**config.mk**
```make
export PLATFORM = sky130hd
export DESIGN_NAME = rmw_unit
export DESIGN_NICKNAME = d
export VERILOG_FILES = /design/src/rtl/rmw_pkg.sv /design/src/rtl/rmw_decode.sv /design/src/rtl/rmw_alu.sv /design/src/rtl/rmw_ctrl.sv /design/src/rtl/rmw_unit.sv
export SDC_FILE = /design/constraint.sdc
export NUM_CORES = 1
export LEC_CHECK = 0
export CAP_MARGIN = 20
export CORE_MARGIN = 8
export CORE_UTILIZATION = 25
export CTS_CLUSTER_SIZE = 24
export DETAILED_ROUTE_END_ITERATION = 12
export PLACE_DENSITY = 0.5
export SYNTH_ARGS = -nofsm -noshare
export SYNTH_HDL_FRONTEND = slang
export SYNTH_HIERARCHICAL = 1
export SYNTH_SLANG_ARGS = --single-unit
```
**constraint.sdc**
```tcl
create_clock -name clk -period 4.8 [get_ports clk]
set_input_delay 0.96 -clock clk [delete_from_list [all_inputs] [get_ports clk]]
set_output_delay 0.96 -clock clk [all_outputs]
set_load 0.05 [all_outputs]
```
**src/rtl/rmw_pkg.sv**
```systemverilog
package rmw_pkg;
    localparam int DESC_W    = 32;
    localparam int OPC_LSB   = 0;
    localparam int OPC_W     = 3;
    localparam int MTH_LSB   = 8;
    localparam int MTH_W     = 4;
    localparam logic [OPC_W-1:0] OPC_RMW = 3'd1;

    typedef enum logic [MTH_W-1:0] {
        M_MERGE = 4'd0,
        M_INC   = 4'd1,
        M_DEC   = 4'd2,
        M_SHR   = 4'd3,
        M_SHL   = 4'd4,
        M_ROR   = 4'd5,
        M_ROL   = 4'd6,
        M_INV   = 4'd7,
        M_XOR   = 4'd8,
        M_OR    = 4'd9,
        M_AND   = 4'd10
    } rmw_method_e;

    typedef enum logic [1:0] {
        ST_IDLE  = 2'd0,
        ST_READ  = 2'd1,
        ST_CALC  = 2'd2,
        ST_WRITE = 2'd3
    } rmw_state_e;
endpackage

```
**src/rtl/rmw_decode.sv**
```systemverilog
module rmw_decode
    import rmw_pkg::*;
(
    input  logic [DESC_W-1:0] desc_i,
    output logic              is_rmw_o,
    output logic [MTH_W-1:0]  method_o
);
    logic unused_desc_bits;
    assign unused_desc_bits = ^{desc_i[DESC_W-1:MTH_LSB+MTH_W], desc_i[MTH_LSB-1:OPC_LSB+OPC_W]};

    always_comb begin
        is_rmw_o = (desc_i[OPC_LSB +: OPC_W] == OPC_RMW);
        method_o = desc_i[MTH_LSB +: MTH_W];
    end
endmodule

```
**src/rtl/rmw_alu.sv**
```systemverilog
module rmw_alu
    import rmw_pkg::*;
#(
    parameter int DATA_W = 32
) (
    input  logic [MTH_W-1:0]  method_i,
    input  logic [DATA_W-1:0] rd_i,
    input  logic [DATA_W-1:0] wval_i,
    input  logic [DATA_W-1:0] mask_i,
    output logic [DATA_W-1:0] res_o
);
    localparam logic [DATA_W-1:0] ONE = DATA_W'(1);

    always_comb begin
        case (method_i)
            M_INC:   res_o = rd_i + ONE;
            M_DEC:   res_o = rd_i - ONE;
            M_SHR:   res_o = rd_i >> 1;
            M_SHL:   res_o = rd_i << 1;
            M_ROR:   res_o = {rd_i[0], rd_i[DATA_W-1:1]};
            M_ROL:   res_o = {rd_i[DATA_W-2:0], rd_i[DATA_W-1]};
            M_INV:   res_o = ~rd_i;
            M_XOR:   res_o = rd_i ^ mask_i;
            M_OR:    res_o = rd_i | mask_i;
            M_AND:   res_o = rd_i & mask_i;
            default: res_o = (rd_i & ~mask_i) | wval_i;
        endcase
    end

    // increment result differs from read by exactly one, modulo width
    always_comb begin
        if (method_i == M_INC)
            p_inc_wrap_r5: assert (res_o - rd_i == ONE);
    end
endmodule

```
**src/rtl/rmw_ctrl.sv**
```systemverilog
module rmw_ctrl
    import rmw_pkg::*;
#(
    parameter int DATA_W = 32,
    parameter int ADDR_W = 32
) (
    input  logic              clk,
    input  logic              rst_n,
    input  logic              start_i,
    input  logic              is_rmw_i,
    input  logic [MTH_W-1:0]  method_i,
    input  logic [ADDR_W-1:0] addr_i,
    input  logic [DATA_W-1:0] wval_i,
    input  logic [DATA_W-1:0] mask_i,
    input  logic [DATA_W-1:0] alu_res_i,
    output logic [MTH_W-1:0]  alu_method_o,
    output logic [DATA_W-1:0] alu_rd_o,
    output logic [DATA_W-1:0] alu_wval_o,
    output logic [DATA_W-1:0] alu_mask_o,
    output logic              busy_o,
    output logic              done_o,
    output logic              err_o,
    output logic              bus_req_o,
    output logic              bus_we_o,
    output logic [ADDR_W-1:0] bus_addr_o,
    output logic [DATA_W-1:0] bus_wdata_o,
    input  logic              bus_ack_i,
    input  logic              bus_err_i,
    input  logic [DATA_W-1:0] bus_rdata_i
);
    typedef struct packed {
        rmw_state_e        st;
        logic [ADDR_W-1:0] addr;
        logic [MTH_W-1:0]  mth;
        logic [DATA_W-1:0] wval;
        logic [DATA_W-1:0] mask;
        logic [DATA_W-1:0] rdat;
        logic [DATA_W-1:0] res;
        logic              done;
        logic              err;
    } ctrl_t;

    ctrl_t r_d, r_q;
    logic  accept;

    assign accept = start_i && is_rmw_i && (r_q.st == ST_IDLE);

    always_comb begin
        r_d      = r_q;
        r_d.done = 1'b0;
        case (r_q.st)
            ST_IDLE: begin
                if (accept) begin
                    r_d.st   = ST_READ;
                    r_d.addr = addr_i;
                    r_d.mth  = method_i;
                    r_d.wval = wval_i;
                    r_d.mask = mask_i;
                    r_d.err  = 1'b0;
                end
            end
            ST_READ: begin
                if (bus_err_i) begin
                    r_d.st   = ST_IDLE;
                    r_d.done = 1'b1;
                    r_d.err  = 1'b1;
                end else if (bus_ack_i) begin
                    r_d.st   = ST_CALC;
                    r_d.rdat = bus_rdata_i;
                end
            end
            ST_CALC: begin
                r_d.res = alu_res_i;
                r_d.st  = ST_WRITE;
            end
            ST_WRITE: begin
                if (bus_err_i || bus_ack_i) begin
                    r_d.st   = ST_IDLE;
                    r_d.done = 1'b1;
                    r_d.err  = bus_err_i;
                end
            end
            default: r_d.st = ST_IDLE;
        endcase
    end

    always_ff @(posedge clk or negedge rst_n) begin
        if (!rst_n) begin
            r_q <= '0;
        end else begin
            r_q <= r_d;
        end
    end

    always_comb begin
        alu_method_o = r_q.mth;
        alu_rd_o     = r_q.rdat;
        alu_wval_o   = r_q.wval;
        alu_mask_o   = r_q.mask;
        busy_o       = (r_q.st != ST_IDLE);
        done_o       = r_q.done;
        err_o        = r_q.err;
        bus_req_o    = (r_q.st == ST_READ) || (r_q.st == ST_WRITE);
        bus_we_o     = (r_q.st == ST_WRITE);
        bus_addr_o   = r_q.addr;
        bus_wdata_o  = r_q.res;
    end

    // Independent record of a completed read beat in the current operation
    logic rd_seen_q;
    always_ff @(posedge clk or negedge rst_n) begin
        if (!rst_n) begin
            rd_seen_q <= 1'b0;
        end else if (start_i && !busy_o) begin
            rd_seen_q <= 1'b0;
        end else if (bus_req_o && !bus_we_o && bus_ack_i && !bus_err_i) begin
            rd_seen_q <= 1'b1;
        end
    end

    // no write request before the read has been acknowledged
    p_write_after_read_r3: assert property (@(posedge clk) disable iff (!rst_n)
        (bus_req_o && bus_we_o) |-> rd_seen_q);

    // a pending request holds its attributes
    p_req_hold_r12: assert property (@(posedge clk) disable iff (!rst_n)
        (bus_req_o && !bus_ack_i && !bus_err_i) |=>
            (bus_req_o && $stable(bus_we_o) && $stable(bus_addr_o) && $stable(bus_wdata_o)));

    // an errored read is never followed by a write
    p_read_err_abort_r9: assert property (@(posedge clk) disable iff (!rst_n)
        (bus_req_o && !bus_we_o && bus_err_i) |=> (!bus_req_o && done_o && err_o));

    // completion pulse lasts one cycle and never overlaps a request
    p_done_pulse_r11: assert property (@(posedge clk) disable iff (!rst_n)
        done_o |=> !done_o);
    p_done_idle_r11: assert property (@(posedge clk) disable iff (!rst_n)
        done_o |-> (!bus_req_o && !busy_o));

    // an idle start with a foreign opcode leaves the unit idle
    p_foreign_opc_r2: assert property (@(posedge clk) disable iff (!rst_n)
        (start_i && !is_rmw_i && !busy_o) |=> (!busy_o && $stable(err_o)));
endmodule

```
**src/rtl/rmw_unit.sv**
```systemverilog
module rmw_unit
    import rmw_pkg::*;
#(
    parameter int DATA_W = 32,
    parameter int ADDR_W = 32
) (
    input  logic              clk,
    input  logic              rst_n,
    input  logic              start_i,
    input  logic [31:0]       desc_i,
    input  logic [ADDR_W-1:0] addr_i,
    input  logic [DATA_W-1:0] wval_i,
    input  logic [DATA_W-1:0] mask_i,
    output logic              busy_o,
    output logic              done_o,
    output logic              err_o,
    output logic              bus_req_o,
    output logic              bus_we_o,
    output logic [ADDR_W-1:0] bus_addr_o,
    output logic [DATA_W-1:0] bus_wdata_o,
    input  logic              bus_ack_i,
    input  logic              bus_err_i,
    input  logic [DATA_W-1:0] bus_rdata_i
);
    logic              is_rmw;
    logic [MTH_W-1:0]  dec_method;
    logic [MTH_W-1:0]  alu_method;
    logic [DATA_W-1:0] alu_rd, alu_wval, alu_mask, alu_res;

    rmw_decode u_decode (
        .desc_i   (desc_i),
        .is_rmw_o (is_rmw),
        .method_o (dec_method)
    );

    rmw_alu #(.DATA_W(DATA_W)) u_alu (
        .method_i (alu_method),
        .rd_i     (alu_rd),
        .wval_i   (alu_wval),
        .mask_i   (alu_mask),
        .res_o    (alu_res)
    );

    rmw_ctrl #(.DATA_W(DATA_W), .ADDR_W(ADDR_W)) u_ctrl (
        .clk          (clk),
        .rst_n        (rst_n),
        .start_i      (start_i),
        .is_rmw_i     (is_rmw),
        .method_i     (dec_method),
        .addr_i       (addr_i),
        .wval_i       (wval_i),
        .mask_i       (mask_i),
        .alu_res_i    (alu_res),
        .alu_method_o (alu_method),
        .alu_rd_o     (alu_rd),
        .alu_wval_o   (alu_wval),
        .alu_mask_o   (alu_mask),
        .busy_o       (busy_o),
        .done_o       (done_o),
        .err_o        (err_o),
        .bus_req_o    (bus_req_o),
        .bus_we_o     (bus_we_o),
        .bus_addr_o   (bus_addr_o),
        .bus_wdata_o  (bus_wdata_o),
        .bus_ack_i    (bus_ack_i),
        .bus_err_i    (bus_err_i),
        .bus_rdata_i  (bus_rdata_i)
    );

    // reset leaves the bus quiet
    p_reset_quiet_r1: assert property (@(posedge clk) disable iff (!rst_n)
        $rose(rst_n) |-> (!bus_req_o && !busy_o));
endmodule

```
==> out/summary.txt <==
CP endpoint kind: flop
Slew Limit Fails: 0
Syn Area/Cell: 9.91 µm²
Ports: 234
crit path launch type: flop
RePlAce Congestion: 0.872
post-route core utilization: 29.5%
min-delay worst type: reg2reg
CTS tree: done
Sw Pwr: 5.07 mW
starting DRC count in detailed routing: 722
CP required: 5170 ps
WP data arrival: 3900 ps
Int Power: 5.37 mW
final hold violations: 0
CORE AREA: 50100 µm²
CTS Buf Count: 17
Cells after Synth: 1276
Area growth syn-to-layout: 16.6%
total track usage: 13.9%
Clock Power Share: 13.6%
worst-path fanout max: 16
area of the die: 58100 µm²
DP HPWL: 29.3 mm
post-CTS sizing: 0
Synth Flop Type: dfrtp_1
placed cell area: 14100 µm²
Initial Util: 25.3%
leak pwr: 5.95 nW
Clock Path Buffers: 2
Async SR Flop Fraction: 100%
fill cell count: 5318
Synth area leaders: dfrtp_1, mux2_2, buf_4
largest net degree at the start of global routing: 82
RSZ-0062 raised after global routing: no
post-layout power: 10.4 mW
Vias: 9506
Netlist cell types: 84
sequential element share of the synthesized area: 33.2%
final setup vio count: 0
Rows: 82
first-pass GRT wire length: 61.7 mm
top cells by count, synth: buf_4, dfrtp_1, mux2_2
fin crit share: 73.6%
pwr dens: 708 nW/µm²
Die H: 241 µm
CTS H-tree depth: 4
logic gate share of total power: 56.2%
clock sinks: 168
drt drc: 0
Max Clk Rate: 0.283 GHz
Detail Route Antenna Nets: 0
final wirelength: 39.9 mm
Worst Tran Pin Value: 868 ps
Syn Nets: 1538
outcome: complete, no violations
Yosys reg bits: 168
sw frac: 48.6%
drt via density: 4.86
dominant cell type by area after synthesis: dfrtp_1
setup tns final: 0 ps
EDFF count, synth: 0
hold buffer count at cts: 0
Design Area, Final: 14700 µm²
CTS Root Cell: clkbuf_16
fraction of layout cells with a size suffix above 1: 16.0%
part of the power in registers: 30.2%
total gr overflow: 0
number of global-route vias before repair: 9902
PortBufs: 208
DRT Pass-1 Iters: 5
CP Class: reg2reg
clock skew: 19.8 ps
worst-skew pair later-pin latency: 480 ps
Max Cap Viol: 0
post-CTS setup buffer count: 0
post-synth top area share: 33.2%
clock period minus worst slack: 3530 ps
Max VDD drop: 0.392 mV
initial antenna violation count: 7
chip width: 241 µm
WL/cell: 20.4 µm
Post-Syn Area: 12700 µm²
Nets: 1534
Syn. warnings: 6
clock-pin slew on the worst setup and hold paths: 70 ps
Max transition margin: 42.1%
## sequential cells by signal, summed over array words and instances (netlist names), named ones only
signal and cells:
u_ctrl/r_q 1, u_ctrl/bus_addr_o 32, u_ctrl/alu_wval_o 32, u_ctrl/err_o 1, u_ctrl/done_o 1, u_ctrl/alu_rd_o 32, u_ctrl/bus_wdata_o 32, u_ctrl/alu_method_o 4
u_ctrl/alu_mask_o 32
## layout by cell type (no fill, tap or decap), drive strengths merged, types with 15 or more instances in the layout
master	Yosys	final
dfrtp	168	168
a31oi	17	17
a21oi	26	26
buf	214	30
or3	15	15
xnor2	21	21
nand3	31	31
inv	67	68
o21ai	24	24
nand2	33	33
clkbuf	46	21
a221oi	32	32
clkdlybuf4s50	0	207
or4	20	20
nor2	62	62
mux2	165	165
ha	97	97
nor3	58	58
## critical path: stages (launching register included)
cell	delay [ps]
dfrtp_1	650
inv_1	210
xnor2_1	180
ha_1	260
or3_1	410
or4_4	590
o211ai_2	170
mux2i_1	340
nor3b_1	260
nor3_1	80
mux2_2	260
## metrics by stage
step	setup WS, ps	std cells	hold slack [ps]
3_3_place_gp	1370	1923	466
3_5_place_dp	1330	1923	474
2_1_floorplan	807	1276	459
5_1_grt	1110	1956	507
4_1_cts	1310	1954	491
6_report	1270	1957	486
## area by class of cell
cell class / count / area (µm²) / share of cell area, %
timing repair buffer: 237 / 2330 / 15.8
multi-input combinational: 781 / 6530 / 44.2
tap: 672 / 841 / 5.70
clock inverter: 10 / 120 / 0.814
antenna: 1 / 2.50 / 0.0170
clock buffer: 21 / 470 / 3.19
inverter: 67 / 251 / 1.71
sequential: 168 / 4200 / 28.5
## power groups by stage
stage / logic, mW / clock network, mW / registers, mW
2_1_floorplan: 5.51 / 0 / 2.43
3_3_place_gp: 5.77 / 0 / 3.17
3_5_place_dp: 5.87 / 0 / 3.20
4_1_cts: 5.89 / 1.50 / 3.18
5_1_grt: 6.43 / 1.54 / 3.32
6_report: 5.87 / 1.42 / 3.15
## metal layers
metal  vias to the layer above  GRT usage [%]  wire, µm
met5                         -              0        79
met4                        12           4.15       701
met3                        55           5.05      2930
met2                       270           21.9     18400
met1                      4735           17.6     17700
li1                       4434              -         -
## kinds of logic (layout without fill, tap and decap cells)
| group | Yosys count | after routing | share of synthesized area [%] |
|---|---|---|---|
| mux | 174 | 174 | 15.4 |
| flops | 168 | 168 | 33.2 |
| buf+inv | 327 | 335 | 15.7 |
| xor+xnor | 22 | 22 | 1.52 |
| compound gates | 194 | 194 | 11.6 |
| other cells | 0 | 1 | 0 |
| simple gates | 294 | 294 | 13.0 |
| fa+ha+maj | 97 | 97 | 9.59 |
## final timing paths
check / from / to / slack (ps) / cells after the start
setup / recovery: u_ctrl/alu_rd_o[1] / u_ctrl/bus_wdata_o[22] / 1270 / 10
hold / removal: u_ctrl/bus_addr_o[18] / u_ctrl/bus_addr_o[18] / 490 / 1
setup reg to reg: u_ctrl/alu_rd_o[1] / u_ctrl/bus_wdata_o[22] / 1270 / 10
hold reg to reg: u_ctrl/bus_addr_o[18] / u_ctrl/bus_addr_o[18] / 490 / 1
max in group asynchronous: rst_n / u_ctrl/alu_mask_o[6] / 3420 / 2
min in group asynchronous: rst_n / u_ctrl/alu_mask_o[28] / 520 / 1
No activity file was read; power rests on OpenSTA's default activity.
